**src/rtl/blkxfer_pkg.sv**
```systemverilog
package blkxfer_pkg;
  typedef enum logic [1:0] {
    AM_PLAIN   = 2'd0,
    AM_PREDEC  = 2'd1,
    AM_POSTINC = 2'd2,
    AM_RSVD    = 2'd3
  } amode_e;

  typedef enum logic [1:0] {
    ST_IDLE = 2'd0,
    ST_XFER = 2'd1,
    ST_FIN  = 2'd2
  } seq_state_e;
endpackage

```
**src/rtl/blkxfer_pick.sv**
```systemverilog
// Finds the lowest and highest set entries of a pending vector in one cycle.
module blkxfer_pick #(
  parameter int N  = 16,
  parameter int IW = $clog2(N)
) (
  input  logic [N-1:0]  vec,
  output logic [IW-1:0] lo,
  output logic [IW-1:0] hi
);
  always_comb begin
    lo = '0;
    for (int i = N - 1; i >= 0; i--) begin
      if (vec[i]) lo = IW'(i);
    end
  end

  always_comb begin
    hi = '0;
    for (int i = 0; i < N; i++) begin
      if (vec[i]) hi = IW'(i);
    end
  end
endmodule

```
**src/rtl/blkxfer_fmt.sv**
```systemverilog
// Store narrowing and load sign extension for the operand size.
module blkxfer_fmt #(
  parameter int DW = 32,
  parameter int HW = 16
) (
  input  logic          lng,
  input  logic [DW-1:0] st_src,
  input  logic [DW-1:0] ld_raw,
  output logic [DW-1:0] st_data,
  output logic [DW-1:0] ld_data
);
  function automatic logic [DW-1:0] sext_half(input logic [DW-1:0] v);
    return {{(DW-HW){v[HW-1]}}, v[HW-1:0]};
  endfunction

  function automatic logic [DW-1:0] zext_half(input logic [DW-1:0] v);
    return {{(DW-HW){1'b0}}, v[HW-1:0]};
  endfunction

  assign st_data = lng ? st_src : zext_half(st_src);
  assign ld_data = lng ? ld_raw : sext_half(ld_raw);
endmodule

```
**src/rtl/blkxfer_seq.sv**
```systemverilog
module blkxfer_seq
  import blkxfer_pkg::*;
#(
  parameter int NREG              = 16,
  parameter int AW                = 32,
  parameter int DW                = 32,
  parameter bit PREDEC_STORE_DECR = 1'b1,
  localparam int IW  = $clog2(NREG),
  localparam int AIW = IW - 1
) (
  input  logic            clk,
  input  logic            rst_n,
  input  logic            start,
  input  logic [NREG-1:0] mask,
  input  logic            dir,
  input  logic            lng,
  input  logic [1:0]      mode,
  input  logic [AW-1:0]   ea,
  input  logic [AIW-1:0]  areg,
  output logic            busy,
  output logic            done,
  output logic            err,
  output logic [IW-1:0]   rf_raddr,
  input  logic [DW-1:0]   rf_rdata,
  output logic            rf_we,
  output logic [IW-1:0]   rf_waddr,
  output logic [DW-1:0]   rf_wdata,
  output logic            mem_req,
  output logic            mem_we,
  output logic            mem_long,
  output logic [AW-1:0]   mem_addr,
  output logic [DW-1:0]   mem_wdata,
  input  logic [DW-1:0]   mem_rdata,
  input  logic            mem_ready
);
  localparam int HALF = NREG / 2;

  function automatic logic [AW-1:0] op_len(input logic l);
    return l ? AW'(4) : AW'(2);
  endfunction

  function automatic logic [AW-1:0] access_addr(input logic [AW-1:0] c,
                                                input logic [AW-1:0] step,
                                                input logic pre);
    return pre ? c - step : c;
  endfunction

  function automatic logic [AW-1:0] step_addr(input logic [AW-1:0] c,
                                              input logic [AW-1:0] step,
                                              input logic pre);
    return pre ? c - step : c + step;
  endfunction

  seq_state_e       state_q;
  logic [NREG-1:0]  pend_q;
  logic [NREG-1:0]  pend_clr;
  logic [NREG-1:0]  mask_rev;
  logic [NREG-1:0]  mask_canon;
  logic [AW-1:0]    cur_q;
  logic             dir_q;
  logic             lng_q;
  logic             err_q;
  amode_e           mode_q;
  amode_e           mode_in;
  logic [AIW-1:0]   areg_q;

  logic [IW-1:0]    lo_idx;
  logic [IW-1:0]    hi_idx;
  logic [IW-1:0]    sel_idx;
  logic [IW-1:0]    base_idx;
  logic             is_pre;
  logic             sel_is_base;
  logic [AW-1:0]    len;

  // named events
  logic             start_acc;
  logic             illegal_in;
  logic             xfer_fire;
  logic             last_xfer;
  logic             fin_evt;
  logic             load_wr;
  logic             wb_wr;

  logic [DW-1:0]    st_src;
  logic [DW-1:0]    st_data;
  logic [DW-1:0]    ld_data;

  for (genvar g = 0; g < NREG; g++) begin : g_rev
    assign mask_rev[g] = mask[NREG-1-g];
  end

  assign mode_in    = amode_e'(mode);
  assign start_acc  = start && (state_q == ST_IDLE);
  assign illegal_in = (mode_in == AM_RSVD) ||
                      (mode_in == AM_PREDEC && dir) ||
                      (mode_in == AM_POSTINC && !dir);
  assign mask_canon = (mode_in == AM_PREDEC) ? mask_rev : mask;

  blkxfer_pick #(.N(NREG), .IW(IW)) u_pick (
    .vec (pend_q),
    .lo  (lo_idx),
    .hi  (hi_idx)
  );

  assign is_pre      = (mode_q == AM_PREDEC);
  assign sel_idx     = is_pre ? hi_idx : lo_idx;
  assign base_idx    = IW'(HALF) + IW'(areg_q);
  assign sel_is_base = (sel_idx == base_idx);
  assign len         = op_len(lng_q);

  always_comb begin
    pend_clr          = pend_q;
    pend_clr[sel_idx] = 1'b0;
  end

  assign xfer_fire = (state_q == ST_XFER) && mem_ready;
  assign last_xfer = (pend_clr == '0);
  assign fin_evt   = (state_q == ST_FIN);
  assign load_wr   = xfer_fire && dir_q && !((mode_q == AM_POSTINC) && sel_is_base);
  assign wb_wr     = fin_evt && !err_q && (mode_q != AM_PLAIN);

  assign st_src = (is_pre && sel_is_base && PREDEC_STORE_DECR) ? rf_rdata - DW'(len)
                                                              : rf_rdata;

  blkxfer_fmt #(.DW(DW), .HW(DW/2)) u_fmt (
    .lng     (lng_q),
    .st_src  (st_src),
    .ld_raw  (mem_rdata),
    .st_data (st_data),
    .ld_data (ld_data)
  );

  always_ff @(posedge clk or negedge rst_n) begin
    if (!rst_n) begin
      state_q <= ST_IDLE;
      pend_q  <= '0;
      cur_q   <= '0;
      dir_q   <= 1'b0;
      lng_q   <= 1'b0;
      err_q   <= 1'b0;
      mode_q  <= AM_PLAIN;
      areg_q  <= '0;
    end else begin
      case (state_q)
        ST_IDLE: begin
          if (start_acc) begin
            dir_q   <= dir;
            lng_q   <= lng;
            mode_q  <= mode_in;
            areg_q  <= areg;
            cur_q   <= ea;
            err_q   <= illegal_in;
            pend_q  <= illegal_in ? '0 : mask_canon;
            state_q <= (illegal_in || mask_canon == '0) ? ST_FIN : ST_XFER;
          end
        end
        ST_XFER: begin
          if (mem_ready) begin
            pend_q <= pend_clr;
            cur_q  <= step_addr(cur_q, len, is_pre);
            if (last_xfer) state_q <= ST_FIN;
          end
        end
        ST_FIN: begin
          err_q   <= 1'b0;
          state_q <= ST_IDLE;
        end
        default: state_q <= ST_IDLE;
      endcase
    end
  end

  assign busy      = (state_q != ST_IDLE);
  assign done      = fin_evt;
  assign err       = fin_evt && err_q;
  assign mem_req   = (state_q == ST_XFER);
  assign mem_we    = mem_req && !dir_q;
  assign mem_long  = lng_q;
  assign mem_addr  = access_addr(cur_q, len, is_pre);
  assign mem_wdata = mem_we ? st_data : '0;
  assign rf_raddr  = sel_idx;
  assign rf_we     = load_wr || wb_wr;
  assign rf_waddr  = fin_evt ? base_idx : sel_idx;
  assign rf_wdata  = fin_evt ? DW'(cur_q) : ld_data;
endmodule

```
**config.mk**
```make
export PLATFORM = sky130hd
export DESIGN_NAME = blkxfer_seq
export DESIGN_NICKNAME = d
export VERILOG_FILES = /design/src/rtl/blkxfer_pkg.sv /design/src/rtl/blkxfer_pick.sv /design/src/rtl/blkxfer_fmt.sv /design/src/rtl/blkxfer_seq.sv
export SDC_FILE = /design/constraint.sdc
export NUM_CORES = 1
export LEC_CHECK = 0
export ABC_AREA = 1
export CORE_ASPECT_RATIO = 1.1
export CORE_MARGIN = 10
export CORE_UTILIZATION = 47
export DETAILED_ROUTE_END_ITERATION = 8
export PLACE_DENSITY = 0.83
export SLEW_MARGIN = 20
export SYNTH_ARGS = -nofsm -noshare
export SYNTH_HDL_FRONTEND = slang
export SYNTH_SLANG_ARGS = --single-unit
export TNS_END_PERCENT = 50
```
**constraint.sdc**
```tcl
create_clock -name clk -period 4.45 [get_ports clk]
set_clock_uncertainty 0.05 [all_clocks]
set_input_delay 0.6675 -clock clk [delete_from_list [all_inputs] [get_ports clk]]
set_output_delay 0.6675 -clock clk [all_outputs]
set_load 0.005 [all_outputs]
```
==> flow_summary.json, run 1 <==
{
  "antenna_found_initial": 3,
  "synthSimpleGateAreaFrac": 0.376,
  "drt_first_pass_iters": 5,
  "setup_viol": 0,
  "dp_hpwl_mm": 20.5,
  "worstReg2RegStart": "mem_long",
  "drc": 0,
  "yosys_most_used_dff": "dfrtp_1",
  "worst_r2r_path_depth": 20,
  "h-tree-depth": 3,
  "path_cells": "inv_2 > ha_1 > fa_1 > nand2_1 > nor2_1 > inv_1 > nor2_2 > inv_2 > nor2_2 > nand2_1 > inv_1 > nand4_1 > nor4_2 > nand2_1 > nor2_2 > nand2_1 > nand2_1 > nand3_1 > o21ai_0 > clkdlybuf4s50_1",
  "core-area_um2": 14300,
  "drv_cap": 0,
  "final_common_cell": "nand2_1",
  "synth_area_um2": 6790,
  "synth_compound_area_frac": 0.241,
  "muxShareOfSynthArea": 0,
  "max_freq_ghz": 0.238,
  "grt_busiest_layer": "met2",
  "slowest_stage": "clkdlybuf4s50_1",
  "cp_common_cell": "nand2_1",
  "syn-num-nets": 1288,
  "hold_viol_final": 0,
  "insertion_delay_ns": 0.34,
  "final_net_count": 1492,
  "cellPowerDensity_nw_per_um2": 666,
  "met2_usage": 0.445,
  "globalplace.congestion": 0.937,
  "path_class": "reg -> out",
  "dieArea_um2": 19700,
  "p_leak_nw": 4.09,
  "area_growth_pct": 41.8,
  "wirelength_mm": 26.6,
  "end_kind": "primary output",
  "synth-warning-count": 0,
  "layout_common_cells": "nand2_1, clkdlybuf4s50_1, nor2_1",
  "io_buffer_count": 233,
  "slew_headroom": 0.411,
  "synth_seq_cells": 58,
  "cts_tree": "done",
  "tightest_slew_ns": 0.880,
  "post-place-ws_ns": 0.300,
  "cp.required_ns": 3.73,
  "use_met1": 0.305,
  "wl_per_cell_um": 17.1,
  "hold_buffers": 0,
  "clock_sinks": 58,
  "fin_ws_ns": 0.241,
  "yosys.cell_types.count": 51,
  "grt_use_total": 0.261,
  "clk_pin_slew_ns": 0.06,
  "synth_top_family_by_area": "simple AND/OR/NAND/NOR gates",
  "grt_pass1_vias": 8247,
  "synth_seq_area_share": 0.214,
  "synthAdderAreaFrac": 0.0199,
  "initial_core_util": 0.475,
  "finalCriticalPeriod_ns": 4.21,
  "maxSlewViolCount": 0,
  "io_pins": 234,
  "vdd_drop_max_v": 0.000379,
  "timing.rr.end": "cur_q[29]",
  "hold_class": "in -> async",
  "overflow": 0,
  "use_met3": 0.0573,
  "max_stage_delay_ns": 0.53,
  "critical_path.startpoint_type": "flop",
  "grt_pass1_wl_mm": 42.2,
  "root_buffer": "clkbuf_16",
  "cts_buffer_depth": 2,
  "grt_max_degree": 61,
  "vias": 8771,
  "cts_buffers": 9,
  "drive_above_1_share": 0.0630,
  "fillers": 1371,
  "row_count": 46,
  "synth.avg_cell_area_um2": 5.87,
  "ant_nets": 0,
  "status": "finished clean",
  "viasPerCell": 5.63,
  "crit_fanout": 5,
  "die_h_um": 146,
  "finalCritPeriodShare": 0.946,
  "syn-instance-count": 1156,
  "drt_iter0_markers": 651,
  "crit_arrival_ns": 3.49,
  "synth-xor-area-share": 0.0347,
  "synth_edf_count": 0,
  "die_w_um": 135,
  "power_mw": 6.41,
  "r2r_slack_ns": 0.90,
  "async_flop_share": 1.00
}
report_power, final:
group          total, mW  internal [mW]  switching [mW]
Clock              0.766          0.489           0.278
Combinational       4.49           1.89            2.60
Sequential          1.15          0.807           0.344
Total               6.41           3.19            3.22
critical path, delay by kind of cell, from the launching register on:
kind                     cells  cell delay (ns)
AND/OR/NAND/NOR             12             1.29
buffers and inverters        5             0.92
adder cells (fa/ha/maj)      2             0.44
flip-flops                   1             0.38
AO/OA/AOI/OAI                1             0.12
flip-flops by register name, summed over array words and instances (netlist names):
signal / flops
cur_q: 32
pend_q: 16
areg_q: 3
mode_q: 2
state_q: 2
dir_q: 1
err_q: 1
mem_long: 1
cell families after synthesis:
| logic type | after synthesis |
|---|---|
| buffers and inverters | 201 |
| and+or+nand+nor | 574 |
| adders and majority gates | 9 |
| xor gates and xnor gates | 26 |
| AOI/OAI and AO/OA | 288 |
| DFF | 58 |
worst max-delay path by stage:
stage,to,cells past startpoint,from
2_1_floorplan,mem_addr[27],20,mem_long
3_3_place_gp,mem_wdata[29],16,rf_rdata[1]
3_5_place_dp,mem_wdata[29],16,rf_rdata[1]
4_1_cts,mem_addr[27],20,mem_long
5_1_grt,mem_addr[27],20,mem_long
6_report,mem_addr[27],20,mem_long
through the flow:
step	std cells	instance area (um2)	setup TNS, ns	util	hold slack [ns]
finish	1559	9620	0	0.674	0.291
global placement	1539	9250	0	0.648	0.428
detailed placement	1539	9250	0	0.648	0.463
global route	1559	9620	-0.0805	0.674	0.341
floorplan	1156	6790	0	-	0.322
CTS	1555	9560	0	0.670	0.309
layout make-up:
cell class	count	area (um2)	area share
diodes	2	5.00	0.000520
clock inverters	7	93.8	0.00975
inverters	146	549	0.0571
clock buffers	9	225	0.0234
well taps	192	240	0.0250
multi-input cells	897	4620	0.480
flip-flops and latches	58	1450	0.151
repair buffers	248	2440	0.254
cell usage after synthesis, types with 7 or more instances:
| library cell | n | area share |
|---|---|---|
| buf_1 | 7 | 0.0039 |
| dfrtp_1 | 58 | 0.21 |
| o22ai_1 | 7 | 0.0065 |
| xnor2_1 | 8 | 0.010 |
| nor2_2 | 9 | 0.0083 |
| xor2_1 | 17 | 0.022 |
| inv_1 | 135 | 0.075 |
| o21ai_0 | 121 | 0.089 |
| nor4_1 | 10 | 0.0092 |
| a21oi_1 | 89 | 0.066 |
| a22oi_1 | 15 | 0.017 |
| nor3_1 | 27 | 0.020 |
| nand2_1 | 243 | 0.13 |
| nand4_1 | 22 | 0.020 |
| nor2_1 | 147 | 0.081 |
| o2111ai_1 | 8 | 0.010 |
| o211ai_1 | 25 | 0.028 |
| inv_2 | 9 | 0.0050 |
| clkbuf_1 | 39 | 0.022 |
| nand3_1 | 85 | 0.063 |
per-layer routing:
metal / share of wire / up-vias
met5: 0 / -
met4: 0.035 / 0
met3: 0.072 / 62
met2: 0.49 / 370
met1: 0.40 / 4039
li1: - / 4300
repair_timing:
action,CTS,global route
endpoints found under the setup margin,0,11
resized for setup,0,12
buffers inserted,0,2
No activity file was read; power rests on OpenSTA's default activity.
==> inputs of run 2 (changes only) <==
--- a/config.mk
+++ b/config.mk
@@ -8,11 +8,12 @@
 export ABC_AREA = 1
 export CORE_ASPECT_RATIO = 1.1
 export CORE_MARGIN = 10
-export CORE_UTILIZATION = 47
+export CORE_UTILIZATION = 49
 export DETAILED_ROUTE_END_ITERATION = 8
 export PLACE_DENSITY = 0.83
 export SLEW_MARGIN = 20
 export SYNTH_ARGS = -nofsm -noshare
 export SYNTH_HDL_FRONTEND = slang
+export SYNTH_HIERARCHICAL = 1
 export SYNTH_SLANG_ARGS = --single-unit
 export TNS_END_PERCENT = 50
==> flow_summary.json, run 2 <==
{
  "viasPerCell": 5.37,
  "insertion_delay_ns": 0.34,
  "synth_top_area_cell": "nand2_1",
  "crit_arrival_ns": 3.55,
  "root_buffer": "clkbuf_16",
  "cellPowerDensity_nw_per_um2": 641,
  "hold_viol_final": 0,
  "synth_area_leaders": "nand2_1, dfrtp_1, nor2_1, o21ai_0, inv_1",
  "globalplace.congestion": 0.958,
  "cp.required_ns": 3.73,
  "drt_iter0_markers": 824,
  "worstReg2RegStart": "mem_long",
  "final_core_util": 0.664,
  "yosys.cell_types.count": 39,
  "async_flop_share": 1.00,
  "synth_edf_count": 0,
  "io_pins": 234,
  "tightest_slew_ns": 0.981,
  "dp_hpwl_mm": 23.2,
  "grt_use_total": 0.265,
  "max_freq_ghz": 0.234,
  "vdd_drop_max_v": 0.000420,
  "synth_common_cells": "nand2_1, nor2_1, inv_1",
  "initial_core_util": 0.495,
  "end_kind": "primary output",
  "slew_headroom": 0.344,
  "whs_ns": 0.398,
  "critical_path.startpoint_type": "flop",
  "wirelength_mm": 29.8,
  "synth.avg_cell_area_um2": 5.49,
  "io_buffer_count": 233,
  "layout_common_cells": "nand2_1, clkdlybuf4s50_1, nor2_1",
  "overflow": 0,
  "p_leak_nw": 5.17,
  "multiInputGateArea_um2": 5130,
  "final_common_cell": "nand2_1",
  "final_area_um2": 10400,
  "synth-warning-count": 6,
  "drv_cap": 0,
  "largest_register_ffs": 32,
  "hold_class": "in -> async",
  "met1_length_mm": 12.6,
  "setup_viol": 0,
  "maxSlewViolCount": 0,
  "wl_per_cell_um": 16.7,
  "crit_fanout": 9,
  "synth_seq_area_share": 0.188,
  "cts_buffers": 9,
  "area_growth_pct": 34.1,
  "rsz0062_at_grt": "yes",
  "core-area_um2": 15600,
  "reg_top3": "cur_q (32), pend_q (16), areg_q (3)",
  "seq_power_share": 0.184,
  "grt_max_degree": 74,
  "finalCriticalPeriod_ns": 4.27,
  "synth_area_um2": 7730,
  "ant_nets": 0,
  "hold_buffers": 0,
  "fillers": 1531,
  "clock_power_share": 0.108,
  "dieArea_um2": 21200,
  "antenna_found_initial": 1,
  "grt_pass1_vias": 8856,
  "syn-instance-count": 1409,
  "synth_seq_cells": 58,
  "drt_first_pass_iters": 6,
  "p_comb_frac": 0.708,
  "path_class": "reg -> out",
  "row_count": 48,
  "ff_latch_area_um2": 1450,
  "met3WireLength_mm": 1.95,
  "die_w_um": 140,
  "top_layer_used": "met4",
  "drive_above_1_share": 0.0555,
  "final_net_count": 1715,
  "h-tree-depth": 3,
  "power_switching_mw": 3.42,
  "status": "finished clean",
  "die_h_um": 152,
  "finalCritPeriodShare": 0.959,
  "vias": 9601,
  "clock_sinks": 58,
  "grt_pass1_wl_mm": 46.1,
  "drc": 0,
  "yosys_most_used_dff": "dfrtp_1",
  "cts_buffer_depth": 2,
  "synth.most_common_cell": "nand2_1",
  "regMostFlops": "cur_q",
  "p_sw_frac": 0.514,
  "crit_path_start": "pend_q[8]",
  "syn-num-nets": 1541,
  "synth_top_cell_area_share": 0.195,
  "clk_pin_slew_ns": 0.06,
  "p_int_mw": 3.23,
  "placed_area_um2": 9910,
  "cts_tree": "done",
  "wl_met2_mm": 14.3,
  "fin_setup_tns_ns": 0
}
==> run 2: changes by cell type in the layout (fill, tap and decap cells not counted), moves of 8 or more <==
cell | previous run | this run
nand2_1 | 243 | 399
nor2_1 | 139 | 203
xnor2_1 | 8 | 17
clkdlybuf4s50_1 | 232 | 210
a21oi_1 | 89 | 40
nor2_2 | 14 | 3
dlymetal6s2s_1 | 0 | 22
nand3_1 | 84 | 106
or2_2 | 3 | 14
nor3_1 | 26 | 15
o2111ai_1 | 8 | 0
o21ai_0 | 121 | 152
a22oi_1 | 15 | 0
inv_1 | 133 | 172
==> run 2: layout make-up <==
type	count	area share
clock buffer	11	0.0244
multi-input combinational	1078	0.495
sequential	58	0.140
clock inverter	3	0.00386
antenna	1	0.000241
inverter	182	0.0664
timing repair buffer	254	0.246
tap	200	0.0241
==> run 2: logic make-up (layout without fill, tap and decap cells) <==
logic type | Yosys count | after routing | share of synthesized area
adder cells (fa/ha/maj) | 9 | 9 | 0.0175
buffers and inverters | 273 | 450 | 0.155
flip-flops | 58 | 58 | 0.188
XOR/XNOR | 38 | 38 | 0.0430
other | 0 | 1 | 0
AO/OA/AOI/OAI | 238 | 238 | 0.165
AND/OR/NAND/NOR | 793 | 793 | 0.432
==> run 2: power by group through the flow <==
stage          combinational [mW]  clock, mW  sequential, mW
3_5_place_dp                 4.57          0            1.22
3_3_place_gp                 4.52          0            1.21
5_1_grt                      5.24      0.739            1.27
4_1_cts                      4.63      0.720            1.21
6_report                     4.71      0.716            1.23
2_1_floorplan                2.78          0            1.05
==> run 2: critical path: stages (launching register included) <==
cell and delay, ns:
dfrtp_1 0.43, nor4_1 0.56, nand2_1 0.10, a21oi_1 0.22, nand2_2 0.08, nand2_2 0.11, nand2_2 0.09, nand2_1 0.07
o21ai_1 0.07, nor2_2 0.17, nand2_2 0.12, clkinv_4 0.13, nand3_1 0.09, xnor2_1 0.16, nand2_1 0.07, inv_1 0.07
inv_1 0.03, nor2_1 0.10, clkdlybuf4s50_1 0.55
==> run 2: final timing paths <==
path,slack (ns),endpoint,cells past startpoint
worst min-delay path,0.40,cur_q[14],1
worst max register to register,1.24,cur_q[29],18
min in group clk,0.46,cur_q[0],2
max in group asynchronous,3.04,pend_q[3],2
worst max-delay path,0.18,mem_wdata[18],18
worst min register to register,0.46,cur_q[0],2
==> run 2: through the flow <==
stage / instances / worst slack, ns / total power, mW
floorplan: 1409 / 1.30 / 3.83
global placement: 1764 / 0.258 / 5.73
detailed placement: 1764 / 0.265 / 5.79
CTS: 1780 / 0.0321 / 6.56
global route: 1787 / -0.156 / 7.25
finish: 1787 / 0.184 / 6.65
==> run 2: layer usage <==
metal | track usage | vias to the layer above
met3 | 0.0446 | 74
met1 | 0.326 | 4323
met5 | 0 | -
li1 | - | 4801
met2 | 0.459 | 403
met4 | 0.0961 | 0
==> run 2: timing repair <==
action                     CTS  global route
setup buffers                2             6
setup endpoints to repair   13            33
pin swaps                    1             2
gates resized for setup      3            34
